--- src/rtl/ir_run_pkg.sv ---
package ir_run_pkg;
  // Pack a run into the output byte: level on top, length minus one below.
  function automatic logic [7:0] pack_run(input logic lvl, input logic [6:0] len_m1);
    return {lvl, len_m1};
  endfunction

  // Idle threshold with the floor of two samples applied.
  function automatic logic [8:0] eff_idle(input logic [7:0] thr);
    return (thr < 8'd2) ? 9'd2 : {1'b0, thr};
  endfunction

  // A filtered level change is accepted when the opposing streak reaches thr.
  function automatic logic streak_done(input logic [5:0] streak, input logic [5:0] thr);
    return ({1'b0, streak} + 7'd1) >= {1'b0, thr};
  endfunction
endpackage

--- src/rtl/ir_line_sync.sv ---
module ir_line_sync (
  input  logic clk,
  input  logic rst_n,
  input  logic pin,
  input  logic inv,
  output logic lvl
);
  logic meta_q, stab_q;

  always_ff @(posedge clk) begin
    if (!rst_n) begin
      meta_q <= 1'b0;
      stab_q <= 1'b0;
    end else begin
      meta_q <= pin;
      stab_q <= meta_q;
    end
  end

  assign lvl = stab_q ^ inv;
endmodule

--- src/rtl/ir_tick_gen.sv ---
module ir_tick_gen #(
  parameter int CLK_DIV = 64
) (
  input  logic clk,
  input  logic rst_n,
  input  logic run,
  output logic tick
);
  localparam int CW = (CLK_DIV > 2) ? $clog2(CLK_DIV) : 1;
  localparam logic [CW-1:0] LAST = CW'(CLK_DIV - 1);

  logic [CW-1:0] phase_q;

  always_ff @(posedge clk) begin
    if (!rst_n || !run) phase_q <= '0;
    else if (phase_q == LAST) phase_q <= '0;
    else phase_q <= phase_q + 1'b1;
  end

  assign tick = run && (phase_q == LAST);


  tick_gap_chk: assert property (@(posedge clk) disable iff (!rst_n)
    tick |=> !tick);
endmodule

--- src/rtl/ir_noise_filter.sv ---
module ir_noise_filter #(
  parameter int NOISE_W = 6
) (
  input  logic               clk,
  input  logic               rst_n,
  input  logic               clr,
  input  logic               tick,
  input  logic               smp,
  input  logic [NOISE_W-1:0] thr,
  output logic               lvl_next
);
  import ir_run_pkg::*;

  logic               lvl_q;
  logic [NOISE_W-1:0] streak_q;
  logic               accept;

  assign accept   = (smp != lvl_q) && streak_done(streak_q, thr);
  assign lvl_next = accept ? smp : lvl_q;

  always_ff @(posedge clk) begin
    if (!rst_n || clr) begin
      lvl_q    <= 1'b0;
      streak_q <= '0;
    end else if (tick) begin
      lvl_q <= lvl_next;
      if (smp == lvl_q || accept) streak_q <= '0;
      else streak_q <= streak_q + 1'b1;
    end
  end


  filter_hold_chk: assert property (@(posedge clk) disable iff (!rst_n)
    !tick |=> $stable(lvl_q) || $past(clr));
endmodule

--- src/rtl/ir_run_encoder.sv ---
module ir_run_encoder #(
  parameter int LEN_W  = 7,
  parameter int IDLE_W = 8
) (
  input  logic              clk,
  input  logic              rst_n,
  input  logic              clr,
  input  logic              tick,
  input  logic              flv,
  input  logic [IDLE_W-1:0] idle_thr,
  output logic              wr,
  output logic [LEN_W:0]    data,
  output logic              pkt_end
);
  import ir_run_pkg::*;

  localparam logic [LEN_W-1:0] LEN_MAX = '1;

  logic              active_q, lvl_q, flush_q;
  logic [LEN_W-1:0]  cnt_q;
  logic [IDLE_W:0]   sp_q;
  logic              wr_q, end_q;
  logic [LEN_W:0]    data_q;
  logic              idle_hit;

  assign idle_hit = !lvl_q && ((sp_q + 1'b1) >= eff_idle(idle_thr));

  always_ff @(posedge clk) begin
    if (!rst_n || clr) begin
      active_q <= 1'b0;
      lvl_q    <= 1'b0;
      cnt_q    <= '0;
      sp_q     <= '0;
      flush_q  <= 1'b0;
      wr_q     <= 1'b0;
      end_q    <= 1'b0;
      data_q   <= '0;
    end else begin
      wr_q    <= 1'b0;
      flush_q <= 1'b0;
      end_q   <= flush_q;
      if (tick) begin
        if (!active_q) begin
          if (flv) begin
            active_q <= 1'b1;
            lvl_q    <= 1'b1;
            cnt_q    <= '0;
            sp_q     <= '0;
          end
        end else if (flv != lvl_q) begin
          wr_q   <= 1'b1;
          data_q <= pack_run(lvl_q, cnt_q);
          lvl_q  <= flv;
          cnt_q  <= '0;
          sp_q   <= flv ? '0 : (IDLE_W+1)'(1);
        end else if (idle_hit) begin
          wr_q     <= 1'b1;
          data_q   <= pack_run(1'b0, (cnt_q == LEN_MAX) ? LEN_MAX : cnt_q + 1'b1);
          flush_q  <= 1'b1;
          active_q <= 1'b0;
          cnt_q    <= '0;
          sp_q     <= '0;
        end else begin
          if (!lvl_q) sp_q <= sp_q + 1'b1;
          if (cnt_q == LEN_MAX) begin
            wr_q   <= 1'b1;
            data_q <= pack_run(lvl_q, LEN_MAX);
            cnt_q  <= '0;
          end else begin
            cnt_q <= cnt_q + 1'b1;
          end
        end
      end
    end
  end

  assign wr      = wr_q;
  assign data    = data_q;
  assign pkt_end = end_q;


  pkt_end_after_space_chk: assert property (@(posedge clk) disable iff (!rst_n)
    end_q |-> $past(wr_q && !data_q[LEN_W]));

  end_alone_chk: assert property (@(posedge clk) disable iff (!rst_n)
    end_q |-> !wr_q);

  write_needs_enable_chk: assert property (@(posedge clk) disable iff (!rst_n)
    wr_q |-> $past(!clr && tick));

  open_on_pulse_chk: assert property (@(posedge clk) disable iff (!rst_n)
    $rose(active_q) |-> lvl_q);
endmodule

--- src/rtl/ir_run_sampler.sv ---
module ir_run_sampler #(
  parameter int CLK_DIV = 64,
  parameter int NOISE_W = 6,
  parameter int IDLE_W  = 8,
  parameter int LEN_W   = 7
) (
  input  logic               clk,
  input  logic               rst_n,
  input  logic               ir_pin,
  input  logic               glb_en,
  input  logic               rx_en,
  input  logic               pol_inv,
  input  logic [NOISE_W-1:0] noise_thr,
  input  logic [IDLE_W-1:0]  idle_thr,
  output logic               fifo_wr,
  output logic [LEN_W:0]     fifo_data,
  output logic               pkt_end
);
  logic run, clr, tick, smp, flv;

  assign run = glb_en && rx_en;
  assign clr = !run;

  ir_line_sync u_sync (
    .clk(clk), .rst_n(rst_n), .pin(ir_pin), .inv(pol_inv), .lvl(smp)
  );

  ir_tick_gen #(.CLK_DIV(CLK_DIV)) u_tick (
    .clk(clk), .rst_n(rst_n), .run(run), .tick(tick)
  );

  ir_noise_filter #(.NOISE_W(NOISE_W)) u_filt (
    .clk(clk), .rst_n(rst_n), .clr(clr), .tick(tick), .smp(smp),
    .thr(noise_thr), .lvl_next(flv)
  );

  ir_run_encoder #(.LEN_W(LEN_W), .IDLE_W(IDLE_W)) u_enc (
    .clk(clk), .rst_n(rst_n), .clr(clr), .tick(tick), .flv(flv),
    .idle_thr(idle_thr), .wr(fifo_wr), .data(fifo_data), .pkt_end(pkt_end)
  );


  reset_quiet_chk: assert property (@(posedge clk)
    $past(!rst_n) |-> !fifo_wr && !pkt_end);
endmodule

--- config.mk ---
export PLATFORM = sky130hd
export DESIGN_NAME = ir_run_sampler
export DESIGN_NICKNAME = d
export VERILOG_FILES = /design/src/rtl/ir_run_pkg.sv /design/src/rtl/ir_line_sync.sv /design/src/rtl/ir_tick_gen.sv /design/src/rtl/ir_noise_filter.sv /design/src/rtl/ir_run_encoder.sv /design/src/rtl/ir_run_sampler.sv
export SDC_FILE = /design/constraint.sdc
export NUM_CORES = 1
export LEC_CHECK = 0
export BUFFER_PORTS_ARGS = -buffer_cell sky130_fd_sc_hd__buf_2
export CORE_MARGIN = 3
export CORE_UTILIZATION = 30
export CTS_BUF_LIST = sky130_fd_sc_hd__clkbuf_16
export DETAILED_ROUTE_END_ITERATION = 8
export PLACE_DENSITY = 0.45
export SYNTH_ARGS = -nofsm -noshare
export SYNTH_HDL_FRONTEND = slang
export SYNTH_SLANG_ARGS = --single-unit
--- constraint.sdc ---
create_clock -name clk -period 3.35 [get_ports clk]
set_input_delay 0.1675 -clock clk [delete_from_list [all_inputs] [get_ports clk]]
set_output_delay 0.1675 -clock clk [all_outputs]
set_load 0.05 [all_outputs]
==> flow_summary.ini <==
[status]
outcome = finished, final reports clean

[placed_design]
dp_hpwl_um = 4920
dp_cells = 462
io_buffer_count = 29
gp_congestion = 0.831
place_area_um2 = 2950

[synth]
synth.largest_area_cell = dfxtp_1
synth_edf_count = 0
ys_warn_count = 0
ys_types = 47
synth.area.top_cells = dfxtp_1 (34%), ha_1 (8.7%), nor2_1 (5.3%), nand3_1 (4.8%), nand2_1 (4.8%)
yosys_register_bits = 44
ys_seq_area_share_pct = 33.9
async_reset_ff_share_pct = 0
yosysMostFrequentCell = dfxtp_1
synthCells = 319
syn_avg_cell_area_um2 = 8.14
syn_nets = 357
synth_top_area_share_pct = 33.9
ys.flop_type = dfxtp_1
synthTopCellsByCount = dfxtp_1 (44), nor2_1 (37), nand2_1 (33)
syn_area_um2 = 2600

[timing]
drv_slew = 0
finalCritPeriodShare_pct = 94.9
finalSetupTns_ps = 0
final-hold-violation-count = 0
post-route-min-period_ps = 3180
relSlewSlack_pct = 64.1
holdWs_ps = 96.3
skew_ps = 2.82
worst_pin_slew_ps = 537
rsz0062_at_grt = false
fmax_ghz = 0.315
setup_viol = 0

[finish]
fin_area_um2 = 3180
num_antenna_cells = 0
syn_to_final_growth_pct = 22.6
fin_cells = 472
nets = 404
fillerInstances = 880
drive_gt1_share_pct = 20.2
multiInputGateArea_um2 = 1640
regArea_um2 = 883

[power]
clockPowerShare_pct = 49.4
power_mw = 1.14
internal-power_mw = 0.901
combPwrFrac_pct = 4.5
leakagePower_nw = 1.30
power_frac_seq_pct = 46.1
irDropWorstVdd_mv = 0.203
p_sw_share_pct = 21.0
p_sw_mw = 0.240
p_per_area_nw_per_um2 = 358

[floorplanning]
dieArea_um2 = 9810
num_io_pins = 30
coreArea_um2 = 8300
fp-row-count = 33
fp.dieH_um = 99.1
start_util_pct = 31.3
die_w_um = 99.1

[route]
drt-initial-drc-count = 73
wirelength_um = 6510
viasPerCell = 5.01
first_pass_iters = 4
drtAntennaViolNets = 0
wl_per_cell_um = 13.8
vias = 2367
drc = 0

[cts]
path_clk_slew_ps = 60
htree_levels = 2
clock_path_buffers = 2
clk_latency_ps = 280
root_buffer = clkbuf_16
cts_tree = done
numCtsBuffers = 5
cts.sink_count = 44

[global_route]
grt_overflow = 0
met3_usage_pct = 2.41
globalRouteMet1Util_pct = 19.3
grt_busiest_layer = met2
grt.total_usage_pct = 13.3
grt_util_met2_pct = 19.7
grt_max_degree = 21
antenna_found_initial = 0
grt_pass1_wl_um = 10600
grt_pass1_vias = 2178

[setup_path]
timing.rr.end = u_enc.data[2]$_SDFFE_PP0P_
worst-setup-path-type = reg -> reg
worstSetupEndpoint = u_enc.data[2]$_SDFFE_PP0P_
required_ps = 3520
startpoint = u_filt.streak_q[1]$_SDFFE_PP0P_
worstSetupStartpointType = flop
worst-r2r-setup-slack_ps = 170
r2r_start = u_filt.streak_q[1]$_SDFFE_PP0P_
r2r_cells = 12
worst_ep_arrival_time_ps = 3350
end_kind = flop
worst-path-max-fanout = 6

[run]
maxCapViolations = 0

[hold_path]
min_path_type = in -> reg
metrics by stage:
step | setup slack (ps) | utilization [%]
finish | 172 | 38.4
global route | 6.71 | 38.4
global placement | 129 | 35.5
CTS | 22.0 | 37.6
floorplan | 145 | -
detailed placement | 34.5 | 35.5
sequential cells by signal, indices dropped and copies added, names as in the netlist, 6 cells and up:
signal / flops
u_enc.cnt_q: 7
u_enc.data: 8
u_enc.sp_q: 9
u_filt.streak_q: 6
u_tick.phase_q: 6
per-layer routing:
metal  routed length (um)  vias up
met5                    0        -
met2                 2850       50
li1                     -     1238
met1                 3350     1074
met3                  236        5
met4                   74        0
placed cells by master, fill, tap and decap left out, drive strengths merged, types with 2 or more instances in the layout:
| master | synthesis | final |
|---|---|---|
| inv | 22 | 23 |
| buf | 3 | 46 |
| nor3 | 7 | 7 |
| o21ai | 18 | 18 |
| nand4 | 3 | 3 |
| a21o | 3 | 3 |
| nand3 | 25 | 25 |
| and2 | 10 | 10 |
| clkbuf | 3 | 5 |
| a22oi | 3 | 3 |
| o211ai | 3 | 3 |
| mux2 | 3 | 3 |
| o22ai | 2 | 2 |
| nand2 | 33 | 33 |
| a21oi | 19 | 19 |
| a31oi | 8 | 8 |
| o31ai | 2 | 2 |
| nor3b | 2 | 2 |
| nor2 | 37 | 37 |
| dfxtp | 44 | 44 |
| ha | 18 | 18 |
| nor2b | 2 | 2 |
| mux2i | 2 | 2 |
| xnor2 | 13 | 13 |
| and3 | 9 | 9 |
| a32oi | 3 | 3 |
| o221ai | 6 | 6 |
| xor2 | 5 | 5 |
worst min-delay path by stage:
stage,from,depth (start not counted),end,slack [ps]
2_1_floorplan,rst_n,1,u_sync.meta_q$_SDFF_PN0_,290
3_3_place_gp,ir_pin,2,u_sync.meta_q$_SDFF_PN0_,390
3_5_place_dp,ir_pin,2,u_sync.meta_q$_SDFF_PN0_,390
4_1_cts,ir_pin,2,u_sync.meta_q$_SDFF_PN0_,90
5_1_grt,ir_pin,2,u_sync.meta_q$_SDFF_PN0_,90
6_report,ir_pin,2,u_sync.meta_q$_SDFF_PN0_,100
cell type report:
class | instances | area share, %
Clock buffer | 5 | 3.93
Clock inverter | 3 | 1.45
Multi-Input combinational cell | 247 | 51.5
Tap cell | 105 | 4.13
Sequential cell | 44 | 27.7
Inverter | 22 | 2.59
Timing Repair Buffer | 46 | 8.68
power groups by stage:
| stage | registers (mW) | logic [mW] | clock network (mW) |
|---|---|---|---|
| global placement | 0.537 | 0.0497 | 0 |
| finish | 0.525 | 0.0515 | 0.564 |
| floorplan | 0.537 | 0.0287 | 0 |
| global route | 0.525 | 0.0582 | 0.599 |
| detailed placement | 0.537 | 0.0504 | 0 |
| CTS | 0.525 | 0.0508 | 0.585 |
worst max-delay path, stage by stage (launching register included):
cell	delay, ps
dfxtp_1	370
ha_1	180
nand3_1	120
xnor2_1	160
ha_1	320
a21o_1	180
a221o_1	370
a41oi_4	310
buf_4	170
mux2_2	390
o21ai_0	80
nor3b_1	290
o31ai_2	110
cell families after synthesis:
group / after synthesis / share of synthesized area [%]
flip-flops: 44 / 33.9
buffers and inverters: 28 / 4.77
XOR/XNOR: 18 / 6.07
multiplexers: 5 / 2.22
AO/OA/AOI/OAI: 74 / 20.2
AND/OR/NAND/NOR: 132 / 24.2
adder cells (fa/ha/maj): 18 / 8.67
timing repair:
action                                  in CTS  in global routing
endpoints found under the setup margin       0                 23
hold endpoints to repair                     0                  0
gates resized for setup                      0                 11
setup buffers                                0                  2
hold buffers                                 0                  0
(Power assumes the default switching activity.)
